<file path="src/rtl/dma_fill_pkg.sv">
package dma_fill_pkg;

  // Strobes from the control unit to the address datapath.
  typedef struct packed {
    logic load;     // capture a new region
    logic advance;  // current chunk was handed off
  } dpStrobe_t;

endpackage

</file>
<file path="src/rtl/dma_fill_fifo.sv">
module dma_fill_fifo #(
  parameter int DATA_W = 32,
  parameter int DEPTH  = 8,
  localparam int PTR_W = (DEPTH > 1) ? $clog2(DEPTH) : 1,
  localparam int CNT_W = $clog2(DEPTH + 1)
) (
  input  logic              clk,
  input  logic              rstN,
  input  logic              push,
  input  logic [DATA_W-1:0] pushData,
  input  logic              popReady,
  output logic              popValid,
  output logic [DATA_W-1:0] popData,
  output logic [CNT_W-1:0]  count,
  output logic              underflow
);

  logic [DATA_W-1:0] store [DEPTH];
  logic [PTR_W-1:0]  wrPtr, rdPtr, wrNext, rdNext;
  logic              doPop;

  assign popValid = (count != '0);
  assign doPop    = popValid && popReady;
  assign popData  = store[rdPtr];

  // Pointer wrap: free for power-of-two depths, compare otherwise.
  generate
    if ((1 << PTR_W) == DEPTH) begin : gPow2
      assign wrNext = wrPtr + 1'b1;
      assign rdNext = rdPtr + 1'b1;
    end else begin : gOdd
      assign wrNext = (wrPtr == PTR_W'(DEPTH - 1)) ? '0 : wrPtr + 1'b1;
      assign rdNext = (rdPtr == PTR_W'(DEPTH - 1)) ? '0 : rdPtr + 1'b1;
    end
  endgenerate

  always_ff @(posedge clk) begin
    if (push) store[wrPtr] <= pushData;
  end

  always_ff @(posedge clk or negedge rstN) begin
    if (!rstN) begin
      wrPtr     <= '0;
      rdPtr     <= '0;
      count     <= '0;
      underflow <= 1'b0;
    end else begin
      if (push)  wrPtr <= wrNext;
      if (doPop) rdPtr <= rdNext;
      case ({push, doPop})
        2'b10:   count <= count + 1'b1;
        2'b01:   count <= count - 1'b1;
        default: count <= count;
      endcase
      if (popReady && !popValid) underflow <= 1'b1;
    end
  end

  // reservation upstream must keep the FIFO from overflowing
  a_r4_no_overflow: assert property (@(posedge clk) disable iff (!rstN)
    push |-> (count < CNT_W'(DEPTH)));

  // a stalled head word stays available
  a_r7_head_held: assert property (@(posedge clk) disable iff (!rstN)
    (popValid && !popReady) |=> popValid);

  // empty-pop flag is sticky
  a_r9_underflow_sticky: assert property (@(posedge clk) disable iff (!rstN)
    underflow |=> underflow);

endmodule

</file>
<file path="src/rtl/dma_fill_addr.sv">
module dma_fill_addr
  import dma_fill_pkg::*;
#(
  parameter int ADDR_W        = 32,
  parameter int LEN_W         = 16,
  parameter int DATA_W        = 32,
  parameter int MAX_REQ_BYTES = 16,
  localparam int BPW          = DATA_W / 8,
  localparam int OFS_W        = (BPW > 1) ? $clog2(BPW) : 0,
  localparam int MAX_WORDS    = MAX_REQ_BYTES / BPW,
  localparam int WLEN_W       = LEN_W - OFS_W,
  localparam int CHUNK_W      = $clog2(MAX_WORDS + 1)
) (
  input  logic               clk,
  input  logic               rstN,
  input  dpStrobe_t          strobe,
  input  logic [ADDR_W-1:0]  fillAddr,
  input  logic [LEN_W-1:0]   fillLen,
  output logic [ADDR_W-1:0]  curAddr,
  output logic [CHUNK_W-1:0] chunkWords,
  output logic               remZero,
  output logic               lastChunk
);

  logic [WLEN_W-1:0] remWords;
  logic              bigRem;

  assign bigRem     = (remWords > WLEN_W'(MAX_WORDS));
  assign chunkWords = bigRem ? CHUNK_W'(MAX_WORDS) : CHUNK_W'(remWords);
  assign remZero    = (remWords == '0);
  assign lastChunk  = !remZero && !bigRem;

  always_ff @(posedge clk or negedge rstN) begin
    if (!rstN) begin
      curAddr  <= '0;
      remWords <= '0;
    end else if (strobe.load) begin
      curAddr  <= fillAddr;
      remWords <= fillLen[LEN_W-1:OFS_W];
    end else if (strobe.advance) begin
      curAddr  <= curAddr + (ADDR_W'(chunkWords) << OFS_W);
      remWords <= remWords - WLEN_W'(chunkWords);
    end
  end

  // a handed-off chunk is never empty and never exceeds the cap
  a_r3_chunk_bounds: assert property (@(posedge clk) disable iff (!rstN)
    strobe.advance |-> (chunkWords != '0 && chunkWords <= CHUNK_W'(MAX_WORDS)));

  // a new region is only captured once the old one is fully requested
  a_r1_load_when_empty: assert property (@(posedge clk) disable iff (!rstN)
    strobe.load |-> remZero);

endmodule

</file>
<file path="src/rtl/dma_fill_ctrl.sv">
module dma_fill_ctrl
  import dma_fill_pkg::*;
#(
  parameter int MAX_OUT    = 2,
  parameter int FIFO_DEPTH = 8,
  parameter int CHUNK_W    = 3,
  localparam int CNT_W     = $clog2(FIFO_DEPTH + 1),
  localparam int OUT_W     = $clog2(MAX_OUT + 1)
) (
  input  logic               clk,
  input  logic               rstN,
  input  logic               fillValid,
  output logic               fillReady,
  input  logic               drain,
  output logic               reqValid,
  input  logic               reqReady,
  input  logic               rspValid,
  input  logic               rspLast,
  input  logic               remZero,
  input  logic               lastChunk,
  input  logic [CHUNK_W-1:0] chunkWords,
  input  logic [CNT_W-1:0]   fifoCount,
  output dpStrobe_t          strobe,
  output logic               endOfBlock,
  output logic               idle
);

  logic [OUT_W-1:0] openReads;
  logic [CNT_W-1:0] reserved;
  logic [CNT_W:0]   room;
  logic             capOk, roomOk, issue;

  assign room   = (CNT_W + 1)'(FIFO_DEPTH) - {1'b0, fifoCount} - {1'b0, reserved};
  assign roomOk = (room >= (CNT_W + 1)'(chunkWords));
  assign capOk  = (openReads < OUT_W'(MAX_OUT));

  assign reqValid  = !remZero && !drain && capOk && roomOk;
  assign issue     = reqValid && reqReady;
  assign fillReady = remZero;
  assign idle      = remZero && (openReads == '0);

  always_comb begin
    strobe         = '0;
    strobe.load    = fillValid && fillReady;
    strobe.advance = issue;
  end

  always_ff @(posedge clk or negedge rstN) begin
    if (!rstN) begin
      openReads  <= '0;
      reserved   <= '0;
      endOfBlock <= 1'b0;
    end else begin
      openReads <= openReads + OUT_W'(issue) - OUT_W'(rspValid && rspLast);
      reserved  <= reserved + (issue ? CNT_W'(chunkWords) : '0) - CNT_W'(rspValid);
      endOfBlock <= issue && lastChunk;
    end
  end

  // open reads stay within the cap
  a_r2_open_cap: assert property (@(posedge clk) disable iff (!rstN)
    openReads <= OUT_W'(MAX_OUT));

  // stored words plus reserved words fit in the FIFO
  a_r4_reserve_fits: assert property (@(posedge clk) disable iff (!rstN)
    ({1'b0, fifoCount} + {1'b0, reserved}) <= (CNT_W + 1)'(FIFO_DEPTH));

  // the pulse coincides with readiness for the next region
  a_r5_eob_ready: assert property (@(posedge clk) disable iff (!rstN)
    endOfBlock |-> fillReady);

endmodule

</file>
<file path="src/rtl/dma_fill_engine.sv">
module dma_fill_engine
  import dma_fill_pkg::*;
#(
  parameter int ADDR_W        = 32,
  parameter int LEN_W         = 16,
  parameter int DATA_W        = 32,
  parameter int MAX_REQ_BYTES = 16,
  parameter int MAX_OUT       = 2,
  parameter int FIFO_DEPTH    = 8,
  localparam int BPW          = DATA_W / 8,
  localparam int OFS_W        = (BPW > 1) ? $clog2(BPW) : 0,
  localparam int MAX_WORDS    = MAX_REQ_BYTES / BPW,
  localparam int CHUNK_W      = $clog2(MAX_WORDS + 1),
  localparam int RLEN_W       = $clog2(MAX_REQ_BYTES + 1),
  localparam int CNT_W        = $clog2(FIFO_DEPTH + 1)
) (
  input  logic              clk,
  input  logic              rstN,
  input  logic              fillValid,
  output logic              fillReady,
  input  logic [ADDR_W-1:0] fillAddr,
  input  logic [LEN_W-1:0]  fillLen,
  input  logic              drain,
  output logic              reqValid,
  input  logic              reqReady,
  output logic [ADDR_W-1:0] reqAddr,
  output logic [RLEN_W-1:0] reqLen,
  input  logic              rspValid,
  input  logic [DATA_W-1:0] rspData,
  input  logic              rspLast,
  output logic              popValid,
  input  logic              popReady,
  output logic [DATA_W-1:0] popData,
  output logic              endOfBlock,
  output logic              idle,
  output logic              underflow
);

  dpStrobe_t          strobe;
  logic [CHUNK_W-1:0] chunkWords;
  logic               remZero, lastChunk;
  logic [CNT_W-1:0]   fifoCount;

  assign reqLen = RLEN_W'(chunkWords) << OFS_W;

  dma_fill_addr #(
    .ADDR_W(ADDR_W), .LEN_W(LEN_W), .DATA_W(DATA_W), .MAX_REQ_BYTES(MAX_REQ_BYTES)
  ) u_addr (
    .clk(clk), .rstN(rstN), .strobe(strobe),
    .fillAddr(fillAddr), .fillLen(fillLen),
    .curAddr(reqAddr), .chunkWords(chunkWords),
    .remZero(remZero), .lastChunk(lastChunk)
  );

  dma_fill_ctrl #(
    .MAX_OUT(MAX_OUT), .FIFO_DEPTH(FIFO_DEPTH), .CHUNK_W(CHUNK_W)
  ) u_ctrl (
    .clk(clk), .rstN(rstN),
    .fillValid(fillValid), .fillReady(fillReady),
    .drain(drain), .reqValid(reqValid), .reqReady(reqReady),
    .rspValid(rspValid), .rspLast(rspLast),
    .remZero(remZero), .lastChunk(lastChunk), .chunkWords(chunkWords),
    .fifoCount(fifoCount), .strobe(strobe),
    .endOfBlock(endOfBlock), .idle(idle)
  );

  dma_fill_fifo #(
    .DATA_W(DATA_W), .DEPTH(FIFO_DEPTH)
  ) u_fifo (
    .clk(clk), .rstN(rstN),
    .push(rspValid), .pushData(rspData),
    .popReady(popReady), .popValid(popValid), .popData(popData),
    .count(fifoCount), .underflow(underflow)
  );

  // request size at the port is bounded and nonzero
  a_r3_len_cap: assert property (@(posedge clk) disable iff (!rstN)
    reqValid |-> (reqLen != '0 && reqLen <= RLEN_W'(MAX_REQ_BYTES)));

  // drain holds off the request channel
  a_r6_drain_blocks: assert property (@(posedge clk) disable iff (!rstN)
    drain |-> !reqValid);

  // end-of-block is a single-cycle pulse
  a_r5_eob_pulse: assert property (@(posedge clk) disable iff (!rstN)
    endOfBlock |=> !endOfBlock);

endmodule

</file>
<file path="config.mk">
export PLATFORM = sky130hd
export DESIGN_NAME = dma_fill_engine
export DESIGN_NICKNAME = d
export VERILOG_FILES = /design/src/rtl/dma_fill_pkg.sv /design/src/rtl/dma_fill_fifo.sv /design/src/rtl/dma_fill_addr.sv /design/src/rtl/dma_fill_ctrl.sv /design/src/rtl/dma_fill_engine.sv
export SDC_FILE = /design/constraint.sdc
export NUM_CORES = 1
export LEC_CHECK = 0
export ABC_AREA = 0
export BUFFER_PORTS_ARGS = -buffer_cell sky130_fd_sc_hd__clkbuf_2
export CAP_MARGIN = 20
export CORE_ASPECT_RATIO = 1.4
export CORE_UTILIZATION = 35
export CTS_BUF_LIST = sky130_fd_sc_hd__clkbuf_2
export DETAILED_ROUTE_END_ITERATION = 7
export GPL_ROUTABILITY_DRIVEN = 0
export HOLD_SLACK_MARGIN = 0.1
export SLEW_MARGIN = 10
export SYNTH_ARGS = -nofsm -noshare
export SYNTH_HDL_FRONTEND = slang
export SYNTH_SLANG_ARGS = --single-unit
</file>
<file path="constraint.sdc">
create_clock -name clk -period 4.5 [get_ports clk]
set_input_delay 0 -clock clk [delete_from_list [all_inputs] [get_ports clk]]
set_output_delay 0 -clock clk [all_outputs]
set_load 0.1 [all_outputs]
</file>
==> results of run 1 <==
[cell usage after synthesis, types with 14 or more instances]
cell type and n:
inv_1 33, mux2_2 34, nand2_1 62, nor3_1 15, o21ai_0 14, buf_2 18
a21oi_1 23, mux4_2 64, edfxtp_1 256, nand3_1 18, dfrtp_1 64, ha_1 27
nor2_1 35, clkbuf_1 15, xnor2_1 36
[report_power, final]
part	total, W	internal (W)	switching (W)
combinational	0.00662	0.00206	0.00456
sequential	0.00428	0.00380	0.000484
clock	0.00194	0.000790	0.00115
[metrics by stage]
step | setup TNS (ns) | hold slack (ns) | util (%)
global route | -0.0113 | 0.125 | 48.3
CTS | 0 | 0.160 | 48.0
floorplan | 0 | -0.296 | -
global placement | 0 | 0.203 | 39.4
detailed placement | 0 | 0.210 | 39.4
finish | 0 | 0.235 | 48.3
[timing repair]
action,CTS,global route
endpoints found under the setup margin,0,15
endpoints found under the hold margin,515,0
buffers inserted,0,8
gates resized for setup,0,10
hold buffers,258,0
[cell families after synthesis]
family	share of synthesized area, %
flops	67.9
fa+ha+maj	3.05
simple gates	7.63
compound gates	2.97
mux	13.5
buf+inv	2.28
other cells	0.0549
xor+xnor	2.69
[path summary, 6_finish.rpt]
| path | end |
|---|---|
| worst max-delay path | u_addr.remWords[12] |
| worst min-delay path | u_addr.curAddr[0] |
| worst max register to register | u_addr.remWords[12] |
| worst min register to register | u_fifo.rdPtr[2] |
| max in group asynchronous | u_addr.curAddr[20] |
| min in group asynchronous | u_addr.curAddr[6] |
[layout make-up]
class                   instances  area (um^2)
fillers                      3308        19900
flip-flops and latches        320         9300
multi-input cells             437         4180
repair buffers                443         3620
well taps                     522          653
clock buffers                 114          571
clock inverters                20          145
inverters                      35          134
diodes                          2         5.00
[placed cells by master, fill, tap and decap left out, types with 4 or more instances in the layout]
master	count
nand3_1	18
edfxtp_1	256
o21ai_1	9
clkinv_2	4
dfrtp_1	59
dlygate4sd3_1	257
nor2_1	29
xnor2_1	36
inv_1	33
mux4_2	64
clkinv_1	11
nand4_1	9
ha_1	27
xor2_1	6
nor3_1	13
nand2b_1	7
buf_4	23
o21ai_0	14
and2_1	5
nor4_1	12
dfrtp_2	4
fa_1	4
nor3b_1	5
a21oi_1	22
nor2_4	6
nand2_1	62
clkbuf_2	271
mux2_2	34
[sequential cells by signal (all words and copies together), names as in the netlist]
signal	flops
u_ctrl.reserved	4
u_ctrl.endOfBlock	1
u_fifo.rdPtr	3
u_fifo.count	4
u_addr.remWords	14
u_fifo.store	256
u_addr.curAddr	32
u_fifo.underflow	1
u_ctrl.openReads	2
u_fifo.wrPtr	3
[tightest hold or removal path: stages]
cell and delay, ns:
clkbuf_2 0.11, nand2_1 0.24, nand2_1 0.16, nand2_1 0.04, dlygate4sd3_1 0.56
[metal layers]
metal | wire [um] | track usage (%)
met5 | 0 | 0
met4 | 1130 | 9.45
met3 | 2290 | 4.16
met2 | 17800 | 30.7
met1 | 12700 | 18.9
==> summary.txt, run 1 <==
Outcome
  – Status: finished clean

Yosys
  – Synth cell types: 59
  – Primary FF master, synth: edfxtp_1
  – Number of synthesized flops with an enable pin: 256
  – Post-synthesis sequential area ratio: 67.9%
  – Largest cells by area after synthesis: edfxtp_1 56%, dfrtp_1 12%, mux4_2 11%
  – Cells after synthesis: 829
  – Cell area after synthesis: 13700 um^2
  – Yosys top cell by area: edfxtp_1
  – Yosys top cell area share: 56.2%
  – Yosys warnings: 0
  – #FFs+latches synth: 320
  – Asr flop ratio synth: 20.0%
  – Syn Area/Cell: 16.5 um^2

Setup path
  – Worst endpoint required time: 5.33 ns
  – Crit end category: register
  – Cell Chain, Critical Path: nor4_4 > buf_4 > and3b_1 > and3_4 > and2_2 > ha_1 > nand2b_1 > a21o_1 > a2111oi_4 > or2_4 > buf_6 > o32ai_1 > dlygate4sd3_1 > a31oi_1 > dlygate4sd3_1
  – Cell family with most CP delay: buffers and inverters
  – CP bufs+invs: 4
  – Crit start category: register
  – R2R depth: 15
  – Worst r2r src: u_addr.remWords[10]
  – Worst reg-to-reg setup slack: 0.15 ns
  – Worst-path fanout max: 6
  – Cell depth of the worst setup path: 15
  – Worst Path Class, Setup: reg2reg
  – Worst Setup SP: u_addr.remWords[10]
  – Critical Path AT: 5.18 ns
  – CP dominant cell by count: dlygate4sd3_1
  – Crit-path max cell delay: 0.61 ns
  – Worst path slowest cell: dlygate4sd3_1

Global routing
  – Vias in the first global route: 10284
  – Gr usage total: 17.3%
  – Largest net degree at the start of global routing: 67
  – Initial antenna violation count: 2
  – First-pass GRT wire length: 53000 um
  – Total gr overflow: 0

STA
  – Tightest Pin Transition: 0.978 ns
  – Max-slew violation count: 0
  – Period Utilization, post-route: 96.8%
  – Final setup fails: 0
  – Max Fclk: 0.230 GHz
  – Clock Skew: 0.0557 ns
  – Final Hold Fails: 0
  – Fin crit period: 4.35 ns
  – Slew headroom: 34.6%
  – Final worst slack: 0.145 ns

CTS
  – Clock buffer depth: 3
  – CTS buffer count: 78
  – Clock root buffer: clkbuf_2
  – Htree depth: 3
  – Clk slew on worst S/H paths: 0.13 ns
  – Clock Latency Late Sink: 0.89 ns
  – Clk sink count: 320
  – CTS tree: yes

Flow run
  – Max Cap Viol: 0

Floorplanning
  – Core Box Area: 38500 um^2
  – Die W: 169 um
  – Rows: 85
  – Initial core utilization: 35.6%
  – Die Ht: 236 um
  – Die footprint: 39900 um^2
  – IO Pins: 163

Placement
  – Inst Count DP: 1490
  – Area after DPL: 15200 um^2
  – Port bufs: 158
  – Pre-CTS setup slack: 0.543 ns
  – DP HPWL: 17400 um

Finish
  – Area grow syn2layout: 35.9%
  – Fin nets: 1434
  – Post-route design area: 18600 um^2
  – Final non-filler cell total: 1893
  – Ratio of cells with drive above 1 in the final layout: 31.8%

Routing
  – First DRT Iteration DRCs: 444
  – Drt via density: 4.90
  – Routed len/inst: 17.9 um
  – # DRC: 0
  – DR pass1 iterations: 7
  – Final WL: 34000 um
  – Via count: 9269
  – Antenna violation net count after detailed routing: 0

Power and ir drop
  – Lkg Pwr: 7.12 nW
  – Maximum VDD drop: 0.469 mV
  – PwrDens: 690 nW/um^2
  – Total chip power: 0.0128 W

Worst hold path
  – Worst Hold Depth: 5
  – Min-delay worst type: in2reg
  – Min-delay src: fillValid
No activity file was read; power rests on OpenSTA's default activity.
==> run 2, diff against run 1 <==
--- a/config.mk
+++ b/config.mk
@@ -9,7 +9,7 @@
 export BUFFER_PORTS_ARGS = -buffer_cell sky130_fd_sc_hd__clkbuf_2
 export CAP_MARGIN = 20
 export CORE_ASPECT_RATIO = 1.4
-export CORE_UTILIZATION = 35
+export CORE_UTILIZATION = 26
 export CTS_BUF_LIST = sky130_fd_sc_hd__clkbuf_2
 export DETAILED_ROUTE_END_ITERATION = 7
 export GPL_ROUTABILITY_DRIVEN = 0
==> summary.txt, run 2 (synthesized netlist as in run 1, its figures left out) <==
Global routing
  – Largest net degree at the start of global routing: 45 (-33%)
  – Total gr overflow: 0 (unchanged)
  – Vias in the first global route: 10382 (+0.95%)
  – First-pass GRT wire length: 56100 um (+6.0%)
  – Gr usage total: 13.8% (-3.5 points)
  – Initial antenna violation count: 3 (+1)

STA
  – Final setup fails: 0 (unchanged)
  – Final Hold Fails: 0 (unchanged)
  – Slew headroom: 24.1% (-11 points)
  – Max-slew violation count: 0 (unchanged)
  – Period Utilization, post-route: 94.8% (-2.0 points)
  – Fin crit period: 4.26 ns (-0.0908 ns)
  – Clock Skew: 0.0582 ns (+0.00252 ns)
  – Setup TNS Final: 0 ns (unchanged)
  – Tightest Pin Transition: 1.14 ns (+0.158 ns)
  – Hold_ws: 0.422 ns (+0.187 ns)
  – Max Fclk: 0.235 GHz (+2.1%)
  – RSZ-0062 raised after global routing: no
  – Final worst slack: 0.236 ns (+0.0908 ns)

Floorplanning
  – Die Ht: 274 um (+16%)
  – Rows: 99 (+16%)
  – Die footprint: 53600 um^2 (+34%)
  – Initial core utilization: 26.3% (-9.2 points)
  – IO Pins: 163 (unchanged)
  – Die W: 196 um (+16%)
  – Core Box Area: 52000 um^2 (+35%)

Power and ir drop
  – Lkg Pwr: 7.08 nW (-0.50%)
  – Total chip power: 0.0128 W (-0.42%)
  – Maximum VDD drop: 0.468 mV (-0.27%)
  – PwrDens: 683 nW/um^2 (-1.0%)

CTS
  – Clk slew on worst S/H paths: 0.09 ns (-0.04 ns)
  – Clock buffer depth: 3 (unchanged)
  – CTS buffer count: 80 (+2.6%)
  – Clock root buffer: clkbuf_2
  – Clk sink count: 320 (unchanged)
  – Post-CTS Setup Bufs: 0 (unchanged)
  – CTS tree: yes
  – Htree depth: 3 (unchanged)
  – Clock Latency Late Sink: 1.01 ns (+0.12 ns)

Setup path
  – Worst Setup SP: u_addr.remWords[7]
  – Crit-path max cell delay: 0.63 ns (+0.02 ns)
  – Worst-path fanout max: 15 (+9)
  – Crit end category: register
  – Worst endpoint required time: 5.44 ns (+0.11 ns)
  – Cell Chain, Critical Path: nor4_4 > and3b_1 > and3_2 > and2_2 > ha_1 > nand2b_1 > a21o_1 > a2111oi_4 > or2_1 > buf_6 > o32ai_1 > dlygate4sd3_1 > a31oi_1 > dlygate4sd3_1
  – Critical Path AT: 5.21 ns (+0.03 ns)
  – Worst reg-to-reg setup slack: 0.24 ns (+0.09 ns)
  – CP dominant cell by count: dlygate4sd3_1
  – Worst Path Class, Setup: reg2reg
  – Worst r2r src: u_addr.remWords[7]
  – Cell family with most CP delay: buffers and inverters
  – R2R depth: 14 (-1)
  – Reg2reg end: u_addr.remWords[12]
  – Crit start category: register
  – CP bufs+invs: 3 (-1)
  – Worst path slowest cell: dlygate4sd3_1

Finish
  – Top Registers: u_fifo.store (256), u_addr.curAddr (32), u_addr.remWords (14)
  – Fin nets: 1431 (-0.21%)
  – Ratio of cells with drive above 1 in the final layout: 31.6% (-0.22 points)
  – Area grow syn2layout: 36.8%
  – Fillers: 4918 (+49%)
  – Commonest non-fill, non-tap cells in the layout: 275 x clkbuf_2, 260 x dlygate4sd3_1, 256 x edfxtp_1
  – Biggest register: u_fifo.store
  – Max reg flops: 256 (unchanged)
  – Commonest non-fill, non-tap cell in the layout: clkbuf_2

Routing
  – Via count: 9150 (-1.3%)
  – DR pass1 iterations: 4 (-3)
  – # DRC: 0 (unchanged)
  – Drt via density: 4.51 (-7.9%)
  – First DRT Iteration DRCs: 395 (-11%)
  – Antenna violation net count after detailed routing: 0 (unchanged)
  – Routed len/inst: 17.7 um (-1.3%)
  – Top layer in use: met5
  – Final WL: 35900 um (+5.8%)
  – Routed wl met3: 2300 um (+0.22%)
  – Wl on met1: 13100 um (+2.9%)
  – Met2 WL: 19300 um (+8.3%)

Outcome
  – Status: finished clean

Worst hold path
  – Worst Hold Depth: 5 (unchanged)
  – Min-delay worst type: in2reg
  – Hold-critical path endpoint: u_fifo.underflow
  – Min-delay src: popReady

Flow run
  – Max Cap Viol: 0 (unchanged)

Placement
  – Pre-CTS setup slack: 0.603 ns (+0.0604 ns)
  – DP HPWL: 20300 um (+17%)
  – Port bufs: 158 (unchanged)
-- run 2: how the worst max path moves through the flow --
stage	to	slack (ns)	depth (start not counted)
floorplan	u_ctrl.reserved[3]	0.04	19
finish	u_addr.remWords[12]	0.24	14
detailed placement	u_ctrl.reserved[3]	0.60	17
global route	u_addr.remWords[12]	0.01	14
CTS	reqValid	0.006	11
global placement	u_ctrl.reserved[3]	0.64	17
-- run 2: per-stage QoR --
stage | cell area [um^2] | util, % | cells
after global routing | 18700 | 36.0 | 2028
after detailed placement | 15400 | 29.5 | 1625
final | 18700 | 36.0 | 2028
after global placement | 15400 | 29.5 | 1625
after CTS | 18700 | 35.9 | 2025
after floorplan | 13700 | - | 830
-- run 2: area by class of cell --
| cell class | count | area, um^2 | area share, % |
|---|---|---|---|
| repair buffers | 438 | 3580 | 19.1 |
| multi-input cells | 437 | 4190 | 22.4 |
| inverters | 35 | 131 | 0.702 |
| clock buffers | 119 | 596 | 3.18 |
| clock inverters | 20 | 108 | 0.575 |
| flip-flops and latches | 320 | 9300 | 49.7 |
| diodes | 3 | 7.51 | 0.0401 |
| well taps | 656 | 821 | 4.38 |
-- run 2: power breakdown --
group | internal, W | switching, W
combinational | 0.00202 | 0.00453
clock | 0.000714 | 0.00120
sequential | 0.00380 | 0.000537
total | 0.00652 | 0.00626
-- run 2: timing repair --
item,CTS,global route
setup endpoints to repair,0,10
gates resized for setup,0,9
endpoints found under the hold margin,614,0
hold buffers,261,0
-- run 2: layer usage --
layer / GRT usage (%) / vias up
met5: 0 / -
met2: 25.8 / 322
li1: - / 4203
met4: 6.83 / 2
met3: 4.21 / 107
met1: 13.7 / 4516
-- run 2: tightest hold or removal path: stages --
cell,delay [ns]
dlygate4sd3_1,0.53
clkbuf_2,0.11
dlygate4sd3_1,0.60
inv_1,0.07
o21bai_1,0.07
==> run 3, diff against run 2 <==
--- a/config.mk
+++ b/config.mk
@@ -7,13 +7,14 @@
 export LEC_CHECK = 0
 export ABC_AREA = 0
 export BUFFER_PORTS_ARGS = -buffer_cell sky130_fd_sc_hd__clkbuf_2
-export CAP_MARGIN = 20
 export CORE_ASPECT_RATIO = 1.4
 export CORE_UTILIZATION = 26
 export CTS_BUF_LIST = sky130_fd_sc_hd__clkbuf_2
 export DETAILED_ROUTE_END_ITERATION = 7
 export GPL_ROUTABILITY_DRIVEN = 0
 export HOLD_SLACK_MARGIN = 0.1
+export REMOVE_ABC_BUFFERS = 1
+export SKIP_LAST_GASP = 1
 export SLEW_MARGIN = 10
 export SYNTH_ARGS = -nofsm -noshare
 export SYNTH_HDL_FRONTEND = slang
==> summary.txt, run 3 (synthesized netlist as in run 1, its figures left out) <==
Flow run
  – Max Cap Viol: 0 (unchanged)

Floorplanning
  – Die W: 196 um (unchanged)
  – Core Box Area: 52000 um^2 (unchanged)
  – Die Ht: 274 um (unchanged)
  – Initial core utilization: 26.3% (unchanged)
  – Die footprint: 53600 um^2 (unchanged)
  – IO Pins: 163 (unchanged)
  – Rows: 99 (unchanged)

Power and ir drop
  – Lkg Pwr: 7.05 nW (-0.49%)
  – Maximum VDD drop: 0.620 mV (+33%)
  – PwrDens: 685 nW/um^2 (+0.37%)

STA
  – Period Utilization, post-route: 94.8% (about the same)
  – Fin crit period: 4.27 ns (+0.00311 ns)
  – Hold_ws: 0.375 ns (-0.0473 ns)
  – Tightest Pin Transition: 1.20 ns (+0.0596 ns)
  – Final setup fails: 0 (unchanged)
  – Clock Skew: 0.0547 ns (-0.00347 ns)
  – Slew headroom: 20.1% (-4.0 points)
  – Max Fclk: 0.234 GHz (about the same)
  – Max-slew violation count: 0 (unchanged)
  – Final Hold Fails: 0 (unchanged)
  – RSZ-0062 raised after global routing: yes

Placement
  – Port bufs: 158 (unchanged)
  – DP HPWL: 19400 um (-4.7%)

Routing
  – DR pass1 iterations: 4 (unchanged)
  – Routed len/inst: 17.3 um (-2.3%)
  – # DRC: 0 (unchanged)
  – Final WL: 34800 um (-3.1%)
  – Antenna violation net count after detailed routing: 0 (unchanged)
  – First DRT Iteration DRCs: 380 (-3.8%)
  – Via count: 9169 (+0.21%)
  – Drt via density: 4.56 (+1.1%)

Finish
  – Fin util: 36.0% (about the same)
  – Fin nets: 1429 (-0.14%)
  – Commonest non-fill, non-tap cells in the layout: 259 x dlygate4sd3_1, 256 x edfxtp_1, 255 x clkbuf_2
  – Area grow syn2layout: 36.9% (about the same)
  – Biggest register: u_fifo.store
  – Ratio of cells with drive above 1 in the final layout: 30.9% (-0.69 points)
  – Max reg flops: 256 (unchanged)
  – Top Registers: u_fifo.store (256), u_addr.curAddr (32), u_addr.remWords (14)
  – Commonest non-fill, non-tap cell in the layout: dlygate4sd3_1

Setup path
  – Worst Path Class, Setup: reg2reg
  – Worst r2r src: u_addr.remWords[6]
  – Crit end category: register
  – Worst-path fanout max: 6 (-9)
  – Crit start category: register
  – Critical Path AT: 5.12 ns (-0.09 ns)
  – Reg2reg end: u_addr.curAddr[18]
  – R2R depth: 15 (+1)
  – Worst endpoint required time: 5.35 ns (-0.09 ns)
  – Worst reg-to-reg setup slack: 0.23 ns (about the same)

Worst hold path
  – Worst Hold Depth: 5 (unchanged)
  – Min-delay src: fillValid
  – Hold-critical path endpoint: u_addr.remWords[11]
  – Min-delay worst type: in2reg

Global routing
  – Largest net degree at the start of global routing: 67 (+49%)
  – First-pass GRT wire length: 54600 um (-2.7%)
  – Initial antenna violation count: 3 (unchanged)
  – Gr usage total: 13.3% (-0.51 points)
  – Total gr overflow: 0 (unchanged)
  – Vias in the first global route: 10204 (-1.7%)

Outcome
  – Status: finished clean

CTS
  – Clock buffer depth: 3 (unchanged)
  – CTS tree: yes
  – Htree depth: 3 (unchanged)
  – Clk sink count: 320 (unchanged)
  – Clock Latency Late Sink: 1.01 ns (about the same)
  – Clock root buffer: clkbuf_2
  – Clk slew on worst S/H paths: 0.11 ns (+0.02 ns)
  – CTS buffer count: 79 (-1.3%)
-- run 3: changes by cell type in the layout (fill, tap and decap cells not counted), sizes merged --
cell	delta
buf	-2
bufinv	+3
clkbuf	-19
clkinv	+5
clkinvlp	-4
dlygate4sd3	-1
-- run 3: worst max path at each step --
stage                     depth (start not counted)          startpoint  slack (ns)                 end
after CTS                                        12  u_addr.remWords[6]        0.06            reqValid
after global placement                           18  u_addr.remWords[6]        0.58  u_ctrl.reserved[3]
after floorplan                                  17  u_addr.remWords[7]       -1.68  u_ctrl.reserved[3]
after detailed placement                         18  u_addr.remWords[6]        0.49  u_ctrl.reserved[3]
final                                            15  u_addr.remWords[6]        0.23  u_addr.curAddr[18]
after global routing                             12  u_addr.remWords[6]       -0.01            reqValid
-- run 3: metrics by stage --
step	cell area, um^2	power, W	setup TNS (ns)	instances	setup slack [ns]
after floorplan	13500	0.00921	-37.15	792	-1.68
after global placement	15300	0.0104	0	1621	0.578
after detailed placement	15300	0.0105	0	1621	0.488
after CTS	18600	0.0129	0	2002	0.0578
after global routing	18700	0.0135	-0.0110	2008	-0.0110
final	18700	0.0128	0	2010	0.233
-- run 3: critical path, cell delays in order, from the launching register on --
cell and delay, ns:
dfrtp_2 0.46, nor4_2 0.24, buf_4 0.18, and3b_1 0.20, and3_1 0.22, and2_2 0.20
ha_1 0.18, inv_1 0.06, fa_1 0.38, nand2b_1 0.24, a21oi_4 0.24, nand4_4 0.26
nor4b_2 0.33, xnor2_1 0.19, a21oi_1 0.12, dlygate4sd3_1 0.65
-- run 3: timing repair --
item,in CTS,in global routing
resized for setup,1,15
pin swaps,0,1
endpoints found under the hold margin,557,0
setup endpoints to repair,1,14
hold buffers,259,0
cloned,0,0
buffers inserted,0,5
-- run 3: layout make-up --
cell class | instances | area (um^2)
multi-input combinational | 437 | 4240
clock buffer | 98 | 490
fill | 4874 | 33300
antenna | 3 | 7.51
sequential | 320 | 9300
tap | 656 | 821
timing repair buffer | 437 | 3560
clock inverter | 24 | 196
inverter | 35 | 131
-- run 3: per-layer routing --
metal / track usage (%) / vias up / share of wire [%]
li1: - / 4194 / -
met1: 13.8 / 4532 / 38
met2: 24.0 / 351 / 52
met3: 3.97 / 88 / 6.5
met4: 7.03 / 4 / 3.5
met5: 0 / - / 0.078
-- run 3: power breakdown --
group	total, W	switching, W	leakage [nW]	internal (W)
clock network	0.00194	0.00117	0.501	0.000776
registers	0.00447	0.000676	3.14	0.00379
logic	0.00643	0.00440	3.41	0.00203
total	0.0128	0.00624	7.05	0.00660
